<file path="src/rtl/csd_mult_pkg.sv">
package csd_mult_pkg;

  localparam int FRAC_BITS = 12;
  localparam int SEL_W     = 3;
  localparam int TERMS     = 4;
  localparam int PAIRS     = TERMS / 2;
  localparam int SH_W      = 4;

  // Source of one shifted operand: zero, x, 3x (digit group +1,0,-1) or 5x (+1,0,+1)
  typedef enum logic [1:0] {SRC_ZERO, SRC_X, SRC_X3, SRC_X5} src_e;

  typedef struct packed {
    src_e            src;
    logic            sub;
    logic [SH_W-1:0] sh;
  } term_t;

  function automatic term_t mk(input src_e s, input logic sub, input logic [SH_W-1:0] sh);
    term_t t;
    t.src = s;
    t.sub = sub;
    t.sh  = sh;
    return t;
  endfunction

  // Operand plan per magnitude; digit strings are over weights 2^-1 .. 2^-12.
  function automatic term_t term_of(input logic [SEL_W-1:0] sel, input int slot);
    term_t row [TERMS];
    for (int i = 0; i < TERMS; i++) row[i] = mk(SRC_ZERO, 1'b0, '0);
    case (sel)
      // 1 0 0 0 0 0 -1 0 -1 0 0 0 : 2048x - 8*(5x) = 2008x
      3'd1: begin
        row[0] = mk(SRC_X,  1'b0, 4'd11);
        row[1] = mk(SRC_X5, 1'b1, 4'd3);
      end
      // 1 0 0 0 -1 0 -1 0 0 1 0 0 : 2048x - 32*(5x) + 4x = 1892x
      3'd2: begin
        row[0] = mk(SRC_X,  1'b0, 4'd11);
        row[1] = mk(SRC_X5, 1'b1, 4'd5);
        row[2] = mk(SRC_X,  1'b0, 4'd2);
      end
      // 1 0 -1 0 1 0 1 0 1 0 -1 0 : 512*(3x) + 32*(5x) + 2*(3x) = 1702x
      3'd3: begin
        row[0] = mk(SRC_X3, 1'b0, 4'd9);
        row[1] = mk(SRC_X5, 1'b0, 4'd5);
        row[2] = mk(SRC_X3, 1'b0, 4'd1);
      end
      // 1 0 -1 0 -1 0 1 0 1 0 0 0 : 512*(3x) - 128x + 8*(5x) = 1448x
      3'd4: begin
        row[0] = mk(SRC_X3, 1'b0, 4'd9);
        row[1] = mk(SRC_X,  1'b1, 4'd7);
        row[2] = mk(SRC_X5, 1'b0, 4'd3);
      end
      // 0 1 0 0 1 0 0 -1 0 0 0 1 : 1024x + 128x - 16x + x = 1137x
      3'd5: begin
        row[0] = mk(SRC_X, 1'b0, 4'd10);
        row[1] = mk(SRC_X, 1'b0, 4'd7);
        row[2] = mk(SRC_X, 1'b1, 4'd4);
        row[3] = mk(SRC_X, 1'b0, 4'd0);
      end
      // 0 1 0 -1 0 0 0 1 0 0 0 -1 : 256*(3x) + 16x - x = 783x
      3'd6: begin
        row[0] = mk(SRC_X3, 1'b0, 4'd8);
        row[1] = mk(SRC_X,  1'b0, 4'd4);
        row[2] = mk(SRC_X,  1'b1, 4'd0);
      end
      // 0 0 1 0 -1 0 0 1 0 0 0 -1 : 128*(3x) + 16x - x = 399x
      3'd7: begin
        row[0] = mk(SRC_X3, 1'b0, 4'd7);
        row[1] = mk(SRC_X,  1'b0, 4'd4);
        row[2] = mk(SRC_X,  1'b1, 4'd0);
      end
      default: ;
    endcase
    return row[slot];
  endfunction

endpackage

</file>
<file path="src/rtl/csd_base_stage.sv">
module csd_base_stage
  import csd_mult_pkg::*;
#(
  parameter int DATA_W = 8,
  parameter int PROD_W = DATA_W + FRAC_BITS
) (
  input  logic                     clk,
  input  logic                     rst_n,
  input  logic                     adv,
  input  logic                     in_valid,
  input  logic [DATA_W-1:0]        in_sample,
  input  logic [SEL_W-1:0]         in_sel,
  input  logic                     in_neg,
  output logic                     va,
  output logic signed [PROD_W-1:0] xa,
  output logic signed [PROD_W-1:0] x3a,
  output logic signed [PROD_W-1:0] x5a,
  output logic [SEL_W-1:0]         sela,
  output logic                     nega
);

  localparam int EXT_W = PROD_W - DATA_W;

  logic signed [PROD_W-1:0] xe, x3, x5;

  // Level one: the two shared digit groups
  always_comb begin
    xe = {{EXT_W{in_sample[DATA_W-1]}}, in_sample};
    x3 = (xe <<< 2) - xe;
    x5 = (xe <<< 2) + xe;
  end

  always_ff @(posedge clk or negedge rst_n) begin
    if (!rst_n) begin
      va   <= 1'b0;
      xa   <= '0;
      x3a  <= '0;
      x5a  <= '0;
      sela <= '0;
      nega <= 1'b0;
    end else if (adv) begin
      va <= in_valid;
      if (in_valid) begin
        xa   <= xe;
        x3a  <= x3;
        x5a  <= x5;
        sela <= in_sel;
        nega <= in_neg;
      end
    end
  end

  // the shared multiples really are 3x and 5x of the held sample
  a_r10_shared_bases: assert property (@(posedge clk) disable iff (!rst_n)
    va |-> (x3a == PROD_W'(xa * 3)) && (x5a == PROD_W'(xa * 5)));

endmodule

</file>
<file path="src/rtl/csd_pair_stage.sv">
module csd_pair_stage
  import csd_mult_pkg::*;
#(
  parameter int DATA_W = 8,
  parameter int PROD_W = DATA_W + FRAC_BITS
) (
  input  logic                          clk,
  input  logic                          rst_n,
  input  logic                          adv,
  input  logic                          va,
  input  logic signed [PROD_W-1:0]      xa,
  input  logic signed [PROD_W-1:0]      x3a,
  input  logic signed [PROD_W-1:0]      x5a,
  input  logic [SEL_W-1:0]              sela,
  input  logic                          nega,
  output logic                          vb,
  output logic [PAIRS-1:0][PROD_W-1:0]  psum
);

  logic signed [PROD_W-1:0] op [TERMS];

  for (genvar j = 0; j < TERMS; j++) begin : g_slot
    term_t                    t;
    logic signed [PROD_W-1:0] base;
    logic signed [PROD_W-1:0] shifted;
    always_comb begin
      t = term_of(sela, j);
      case (t.src)
        SRC_X:   base = xa;
        SRC_X3:  base = x3a;
        SRC_X5:  base = x5a;
        default: base = '0;
      endcase
      shifted = base <<< t.sh;
      op[j]   = (t.sub ^ nega) ? -shifted : shifted;
    end
  end

  // Level two: pairwise sums, registered
  for (genvar p = 0; p < PAIRS; p++) begin : g_pair
    logic signed [PROD_W-1:0] sum;
    assign sum = op[2*p] + op[2*p+1];
    always_ff @(posedge clk or negedge rst_n) begin
      if (!rst_n)                psum[p] <= '0;
      else if (adv && va)        psum[p] <= sum;
    end
  end

  always_ff @(posedge clk or negedge rst_n) begin
    if (!rst_n)   vb <= 1'b0;
    else if (adv) vb <= va;
  end

  // select code 0 leaves both pair sums at zero
  a_r4_zero_sel: assert property (@(posedge clk) disable iff (!rst_n)
    (va && adv && sela == '0) |=> (vb && psum == '0));

endmodule

</file>
<file path="src/rtl/csd_final_stage.sv">
module csd_final_stage
  import csd_mult_pkg::*;
#(
  parameter int DATA_W = 8,
  parameter int PROD_W = DATA_W + FRAC_BITS
) (
  input  logic                         clk,
  input  logic                         rst_n,
  input  logic                         adv,
  input  logic                         vb,
  input  logic [PAIRS-1:0][PROD_W-1:0] psum,
  input  logic                         out_ready,
  output logic                         out_valid,
  output logic [PROD_W-1:0]            out_product
);

  logic signed [PROD_W-1:0] total;

  // Level three: sum of the pair results
  always_comb begin
    total = '0;
    for (int p = 0; p < PAIRS; p++) total = total + $signed(psum[p]);
  end

  always_ff @(posedge clk or negedge rst_n) begin
    if (!rst_n) begin
      out_valid   <= 1'b0;
      out_product <= '0;
    end else if (adv) begin
      out_valid <= vb;
      if (vb) out_product <= total;
    end
  end

  // a refused product is held unchanged
  a_r6_hold: assert property (@(posedge clk) disable iff (!rst_n)
    (out_valid && !out_ready) |=> (out_valid && $stable(out_product)));

  // a taken product with nothing behind it is not presented again
  a_r7_single_exit: assert property (@(posedge clk) disable iff (!rst_n)
    (out_valid && out_ready && !vb) |=> !out_valid);

endmodule

</file>
<file path="src/rtl/csd_const_mult.sv">
module csd_const_mult
  import csd_mult_pkg::*;
#(
  parameter int DATA_W = 8,
  localparam int PROD_W = DATA_W + FRAC_BITS
) (
  input  logic              clk,
  input  logic              rst_n,
  input  logic              in_valid,
  output logic              in_ready,
  input  logic [DATA_W-1:0] in_sample,
  input  logic [SEL_W-1:0]  in_sel,
  input  logic              in_neg,
  output logic              out_valid,
  input  logic              out_ready,
  output logic [PROD_W-1:0] out_product
);

  logic                         adv;
  logic                         va, nega, vb;
  logic signed [PROD_W-1:0]     xa, x3a, x5a;
  logic [SEL_W-1:0]             sela;
  logic [PAIRS-1:0][PROD_W-1:0] psum;

  // The whole pipeline moves together unless a held product is refused
  assign adv      = !out_valid || out_ready;
  assign in_ready = adv;

  csd_base_stage #(.DATA_W(DATA_W), .PROD_W(PROD_W)) u_base (
    .clk(clk), .rst_n(rst_n), .adv(adv),
    .in_valid(in_valid), .in_sample(in_sample), .in_sel(in_sel), .in_neg(in_neg),
    .va(va), .xa(xa), .x3a(x3a), .x5a(x5a), .sela(sela), .nega(nega)
  );

  csd_pair_stage #(.DATA_W(DATA_W), .PROD_W(PROD_W)) u_pair (
    .clk(clk), .rst_n(rst_n), .adv(adv),
    .va(va), .xa(xa), .x3a(x3a), .x5a(x5a), .sela(sela), .nega(nega),
    .vb(vb), .psum(psum)
  );

  csd_final_stage #(.DATA_W(DATA_W), .PROD_W(PROD_W)) u_final (
    .clk(clk), .rst_n(rst_n), .adv(adv),
    .vb(vb), .psum(psum), .out_ready(out_ready),
    .out_valid(out_valid), .out_product(out_product)
  );

endmodule

</file>
<file path="config.mk">
export PLATFORM = sky130hd
export DESIGN_NAME = csd_const_mult
export DESIGN_NICKNAME = d
export VERILOG_FILES = /design/src/rtl/csd_mult_pkg.sv /design/src/rtl/csd_base_stage.sv /design/src/rtl/csd_pair_stage.sv /design/src/rtl/csd_final_stage.sv /design/src/rtl/csd_const_mult.sv
export SDC_FILE = /design/constraint.sdc
export NUM_CORES = 1
export LEC_CHECK = 0
export ABC_CLOCK_PERIOD_IN_PS = 3950
export BUFFER_PORTS_ARGS = -buffer_cell sky130_fd_sc_hd__buf_2
export CAP_MARGIN = 10
export CELL_PAD_IN_SITES_DETAIL_PLACEMENT = 0
export CELL_PAD_IN_SITES_GLOBAL_PLACEMENT = 1
export CORE_UTILIZATION = 35
export CTS_BUF_LIST = sky130_fd_sc_hd__clkbuf_8
export DETAILED_ROUTE_END_ITERATION = 6
export PLACE_DENSITY = 0.68
export SYNTH_ARGS = -nofsm -noshare
export SYNTH_HDL_FRONTEND = slang
export SYNTH_SLANG_ARGS = --single-unit
</file>
<file path="constraint.sdc">
create_clock -name clk -period 3.95 [get_ports clk]
set_input_delay 0.395 -clock clk [delete_from_list [all_inputs] [get_ports clk]]
set_output_delay 0.395 -clock clk [all_outputs]
set_load 0.005 [all_outputs]
</file>
# Word level (Yosys, flattened, before mapping)
# Index checks and enable logic that the tools add are counted.
[classes] n_addsub=9 eq_ne=19 shifts=4 muxes=11 n_bitwise=4 reduce_logical=6
[op_table] op="one-hot mux 20 bit (3 select lines)" n=4
[op_table] op="one-hot mux 14 bit (7 select lines)" n=1
[op_table] op="2-to-1 mux 20 bit" n=4
[op_table] op="negation 20 bit" n=4
[op_table] op="<<< shifter 20 x 4 -> 20 bit" n=4
[op_table] op="adder 20 bit" n=3
[op_table] op="one-hot mux 7 bit (5 select lines)" n=1
[op_table] op="== test 2 bit, second input constant" n=6
[op_table] op="== test 3 bit, second input constant" n=4
[op_table] op="adder 10 x 8 -> 11 bit" n=1
[op_table] op="subtractor 10 x 8 -> 11 bit" n=1
[op_table] op="== test 2 x 1 -> 1 bit, second input constant" n=3
[op_table] op="== test 3 x 2 -> 1 bit, second input constant" n=2
[op_table] op="2-to-1 mux 6 bit" n=1
[op_table] op="== test 1 x 2 -> 1 bit, second input constant" n=2
[op_table] op="AND reduction 2 bit" n=2
[op_table] op="bitwise XOR 1 bit" n=4
[op_table] op="== test 3 x 1 -> 1 bit, second input constant" n=1
[op_table] op="OR reduction 2 bit" n=1
[op_table] op="== test 1 bit, second input constant" n=1
[op_table] op="logical AND 1 bit" n=1
[op_table] op="logical NOT 1 bit" n=1
[op_table] op="logical OR 1 bit" n=1
[word_totals] ff_bits=115 input_bits=16 word_cells=64

# Longest topological paths before layout
[logic_depth] ltp_word=9 ltp_mapped=22 depth_no_buf=18

# By module
# From an unflattened synthesis, not the netlist that was laid out.
[hier_totals] cells_unflattened=1311 area_unflattened_um2=10710.3
[by_module_without_submodules] module="csd_pair_stage" instances=1 cells_each=885 area_each_um2=6920.4 seq_area_each_um2=1026.0
[by_module_without_submodules] module="csd_base_stage" instances=1 cells_each=216 area_each_um2=1991.9 seq_area_each_um2=775.7
[by_module_without_submodules] module="csd_final_stage" instances=1 cells_each=209 area_each_um2=1791.7 seq_area_each_um2=525.5
[by_module_without_submodules] module="csd_const_mult" instances=1 cells_each=1 area_each_um2=6.3 seq_area_each_um2=0.0

# Worst setup path before layout
# No wires, ideal clock.
[synth_path] kind="reg2reg" startpoint="reg u_base.sela[1]" endpoint="reg u_pair.psum[33] in the netlist's numbering" setup_ns=0.133 arrival_ns=3.850 slack_ns=-0.033 path_stages_with_launch=20 n_path_buf=3 path_cell_list="dfrtp_1 > buf_6 > buf_6 > buf_4 > nand2b_4 > nor2_1 > nand2_1 > ha_1 > nand2_1 > o21ai_0 > ha_1 > a21o_1 > a21o_1 > a2111oi_0 > o21ai_0 > o31ai_1 > o21ai_0 > a21oi_1 > xor2_1 > o21ai_0"
[synth_between] elab_chain_cells=9 elab_cells_between_ends=25 cone_classes="add/sub (3); eq/ne (12); shift (2); mux (6); bitwise (1); reduce/logical (1)"
[synth_rtl] item="from (decl)" line_no="csd_base_stage.sv:18" text="output logic [SEL_W-1:0] sela,"
[synth_rtl] item="from (signal assigned)" line_no="csd_base_stage.sv:47" text="sela <= in_sel;"
[synth_rtl] item="== test 3 bit"
[synth_rtl] item="OR reduction 2 bit (no line)"
[synth_rtl] item="one-hot mux 7 bit (5 select lines)" line_no="csd_mult_pkg.sv:30" text="case (sel)"
[synth_rtl] item="== test 2 bit / == test 2 x 1 -> 1 bit (equally long branches)" line_no="csd_pair_stage.sv:28" text="case (t.src)"
[synth_rtl] item="one-hot mux 20 bit (3 select lines)" line_no="csd_pair_stage.sv:28"
[synth_rtl] item="<<< shifter 20 x 4 -> 20 bit" line_no="csd_pair_stage.sv:34" text="shifted = base <<< t.sh;"
[synth_rtl] item="negation 20 bit" line_no="csd_pair_stage.sv:35" text="op[j] = (t.sub ^ nega) ? -shifted : shifted;"
[synth_rtl] item="2-to-1 mux 20 bit" line_no="csd_pair_stage.sv:35"
[synth_rtl] item="adder 20 bit (*)" line_no="csd_pair_stage.sv:42" text="assign sum = op[2*p] + op[2*p+1];"
[synth_rtl] item="to (signal, indexed assignment)" line_no="csd_pair_stage.sv:45" text="else if (adv && va) psum[p] <= sum;"
[synth_rtl] item="to (decl)" line_no="csd_pair_stage.sv:17" text="output logic [PAIRS-1:0][PROD_W-1:0] psum"
# Mark *: on every way between the ends. The rest lies on a longest branch, timed or not.
# A chain may end at the register's enable or synchronous reset.

# Final worst setup path
[layout_path] startpoint="reg u_base.sela[0]" endpoint="reg u_pair.psum[38] in the netlist's numbering"
# Same word-level chain as after synthesis.

==> flow_summary.json <==
{
  "htreeDepth": 3,
  "swShare_pct": 47.3,
  "rsz0062_at_grt": "true",
  "dieArea_um2": 27100,
  "start_util_pct": 35.6,
  "area_delta_synth_final_pct": 25.7,
  "grt_pass1_wl_mm": 43.4,
  "final_hold_viol_count": 0,
  "postSynthAreaPerCell_um2": 7.98,
  "dp_hpwl_mm": 21.2,
  "hold_class": "input pin to async pin",
  "ant_nets": 0,
  "fp.dieH_um": 165,
  "synth_area_um2": 9260,
  "cts_buffers": 9,
  "clock_latency_ns": 0.40,
  "drv_slew": 0,
  "crit_path_start_kind": "flip-flop",
  "synth-seq-cells": 93,
  "overflow": 0,
  "grt.total_usage_pct": 20.5,
  "vias": 8751,
  "routabilityCongestion": 0.905,
  "period_share_pct": 99.8,
  "ir_drop_v": 0.000332,
  "seqPwrFrac_pct": 15.5,
  "root_buffer": "clkbuf_8",
  "clk_pin_slew_ns": 0.11,
  "grt_pass1_vias": 8283,
  "synth_edf_count": 0,
  "maxCapViolCount": 0,
  "ys_top_cells_by_area": "dfrtp_1, ha_1, o21ai_0, nand2_1, xnor2_1",
  "p_comb_share_pct": 78.3,
  "die_w_um": 165,
  "cts_buffer_depth": 2,
  "p_clk_share_pct": 6.2,
  "p_sw_uw": 5210,
  "min_period_ns": 3.94,
  "seqCellArea_um2": 2330,
  "crit_buf_inv": 3,
  "drt-pass1-iter-count": 5,
  "p_leak_uw": 0.00545,
  "async_flop_share_pct": 100,
  "critical_path.cell_chain": "buf_12, buf_6, mux2_4, a32o_2, a21o_1, or4_4, nor4b_4, nor2_1, xor2_1, ha_1, buf_4, nor3_1, nand3_2, a31oi_2, o21ai_2, xnor2_2, o21ai_0",
  "clock_skew_ns": 0.0244,
  "fp-row-count": 59,
  "path_max_fanout": 8,
  "setup_violations": 0,
  "final_area_um2": 11600,
  "cpPeakStageDelay_ns": 0.53,
  "yosysTopAreaCell": "dfrtp_1",
  "ys_warn_count": 0,
  "p_total_uw": 11000,
  "cts_tree": "built",
  "max_freq_ghz": 0.254,
  "tightest_slew_ns": 1.03,
  "drt_iter0_markers": 505,
  "coreArea_um2": 26000,
  "synth_top_cell_area_share_pct": 25.1,
  "intPower_uw": 5810,
  "io_buffers": 37,
  "drive_gt1_share_pct": 26.5,
  "ys_types": 90,
  "slowest_stage": "or4_4",
  "drc_errors": 0,
  "critPathTopFamily": "simple AND/OR/NAND/NOR gates",
  "dpl_cell_area_um2": 10900,
  "relSlewSlack_pct": 31.2,
  "crit_path_end_kind": "flip-flop",
  "cp_data_required_time_ns": 4.23,
  "powerDensity_nw_per_um2": 946,
  "avgViaCountPerCell": 5.15,
  "multi_input_area_um2": 6710,
  "grt_max_degree": 71,
  "io_pins": 38,
  "criticalPathCategory": "flip-flop to flip-flop",
  "ys_seq_area_share_pct": 25.1,
  "num_antenna_cells": 0,
  "finalWirelength_mm": 26.9,
  "antenna_found_initial": 0,
  "fin_nets": 1457,
  "num-fill-cells": 2677,
  "syn_inst": 1160,
  "cts_num_sinks": 93,
  "wire_per_inst_um": 15.8,
  "status": "complete, no violations",
  "ys.flop_type": "dfrtp_1",
  "cp.arrival_ns": 4.23
}
placed cells by master (no fill, tap or decap), drive strengths merged, types with 7 or more instances in the layout:
cell type  Yosys  final
clkbuf        36     10
nand2b        15     15
or2            7      7
nor2          67     67
xor2          36     36
mux2          21     21
nor3b          8      8
a211oi        16     16
a21oi         74     74
buf           23    240
a31oi          9      9
o31ai         16     16
nand3         24     24
o211ai        11     11
a22oi          7      7
a21o          22     22
conb           2      8
o21ai        158    158
xnor2         62     62
o21a           9      9
dfrtp         93     93
mux2i         15     15
and2          13     13
nor3          15     15
inv           59     64
ha            78     78
nand2        153    153
o21bai        12     12
nor2b         18     18
kinds of logic (layout without fill, tap and decap cells):
kind of cell	after synthesis	after routing	share of synthesized area, %
muxes	40	40	5.15
adders and majority gates	83	83	11.5
DFF	93	93	25.1
AOI/OAI and AO/OA	379	379	25.2
xor gates and xnor gates	99	99	9.51
buffers and inverters	119	317	5.66
and+or+nand+nor	345	345	17.7
other	2	8	0.0811
Yosys cell counts (all sizes together) (4+ instances only):
| cell type | number |
|---|---|
| clkbuf | 36 |
| a221oi | 4 |
| nor3 | 15 |
| nand2b | 15 |
| o31ai | 16 |
| a22oi | 7 |
| ha | 78 |
| o22ai | 6 |
| and2 | 13 |
| dfrtp | 93 |
| nor2b | 18 |
| o21bai | 12 |
| inv | 59 |
| nor3b | 8 |
| a31oi | 9 |
| o21a | 9 |
| mux2i | 15 |
| o21ai | 158 |
| mux4 | 4 |
| and3 | 6 |
| a21oi | 74 |
| or2 | 7 |
| nor2 | 67 |
| buf | 23 |
| mux2 | 21 |
| fa | 4 |
| xor2 | 36 |
| o211ai | 11 |
| nand3b | 6 |
| nand3 | 24 |
| a21o | 22 |
| xnor2 | 62 |
| nand2 | 153 |
| a211oi | 16 |
routing by layer:
layer / track usage [%] / share of wire (%) / vias up
li1: - / - / 4502
met1: 27.7 / 48 / 4087
met2: 35.0 / 48 / 133
met3: 1.96 / 2.2 / 29
met4: 4.67 / 1.7 / 0
met5: 0 / 0 / -
through the flow:
stage	instances	util, %	TNS (ns)	setup slack, ns	hold WS, ns
finish	1699	44.8	0	0.00700	0.125
global route	1699	44.8	-0.775	-0.181	0.192
CTS	1674	43.1	-0.00318	-0.00318	0.154
detailed placement	1651	41.9	-0.845	-0.224	0.463
global placement	1651	41.9	-0.553	-0.166	0.455
floorplan	1166	-	0	0.00920	0.0994
worst reg2reg max path, cell delays in order (launching register included):
cell	delay [ns]
dfrtp_2	0.45
buf_12	0.15
buf_6	0.12
mux2_4	0.28
a32o_2	0.24
a21o_1	0.15
or4_4	0.53
nor4b_4	0.30
nor2_1	0.09
xor2_1	0.15
ha_1	0.24
buf_4	0.16
nor3_1	0.26
nand3_2	0.14
a31oi_2	0.23
o21ai_2	0.09
xnor2_2	0.19
o21ai_0	0.09
flip-flops by register name, summed over array words and instances, names as in the netlist:
signal,count
u_base.x5a,11
u_final.out_product,20
u_base.sela,3
u_base.va,1
u_final.out_valid,1
u_base.x3a,10
u_pair.vb,1
u_base.nega,1
u_pair.psum,40
u_base.xa,5
power by group through the flow:
stage | Combinational (uW) | Clock [uW] | Sequential, uW
4_1_cts | 8180 | 706 | 1710
5_1_grt | 9660 | 747 | 1770
3_3_place_gp | 8000 | 0 | 1730
2_1_floorplan | 5350 | 0 | 1590
6_report | 8630 | 679 | 1710
3_5_place_dp | 8040 | 0 | 1740
path summary, 6_finish.rpt:
check / endpoint / cells past startpoint / startpoint / slack (ns)
setup / recovery: u_pair.psum[38] / 17 / u_base.sela[0] / 0.007
hold / removal: u_pair.psum[2] / 1 / rst_n / 0.12
setup reg to reg: u_pair.psum[38] / 17 / u_base.sela[0] / 0.007
hold reg to reg: u_final.out_product[4] / 2 / u_final.out_product[4] / 0.48
max in group asynchronous: u_pair.psum[16] / 2 / rst_n / 2.93
min in group clk: u_base.sela[2] / 2 / in_sel[2] / 0.23
repair_timing:
action | 4_1_cts | 5_1_grt
hold endpoints to repair | 0 | 0
hold buffers | 0 | 0
cloned | 0 | 1
pin swaps | 8 | 37
endpoints found under the setup margin | 7 | 10
gates resized for setup | 22 | 72
setup buffers | 7 | 24
layout make-up:
cell class | count | share of cell area, %
clock inverters | 7 | 0.548
multi-input cells | 954 | 57.7
repair buffers | 241 | 15.2
clock buffers | 9 | 1.06
well taps | 335 | 3.60
inverters | 60 | 1.93
flip-flops and latches | 93 | 20.0
Power figures use the tool's default switching activity.
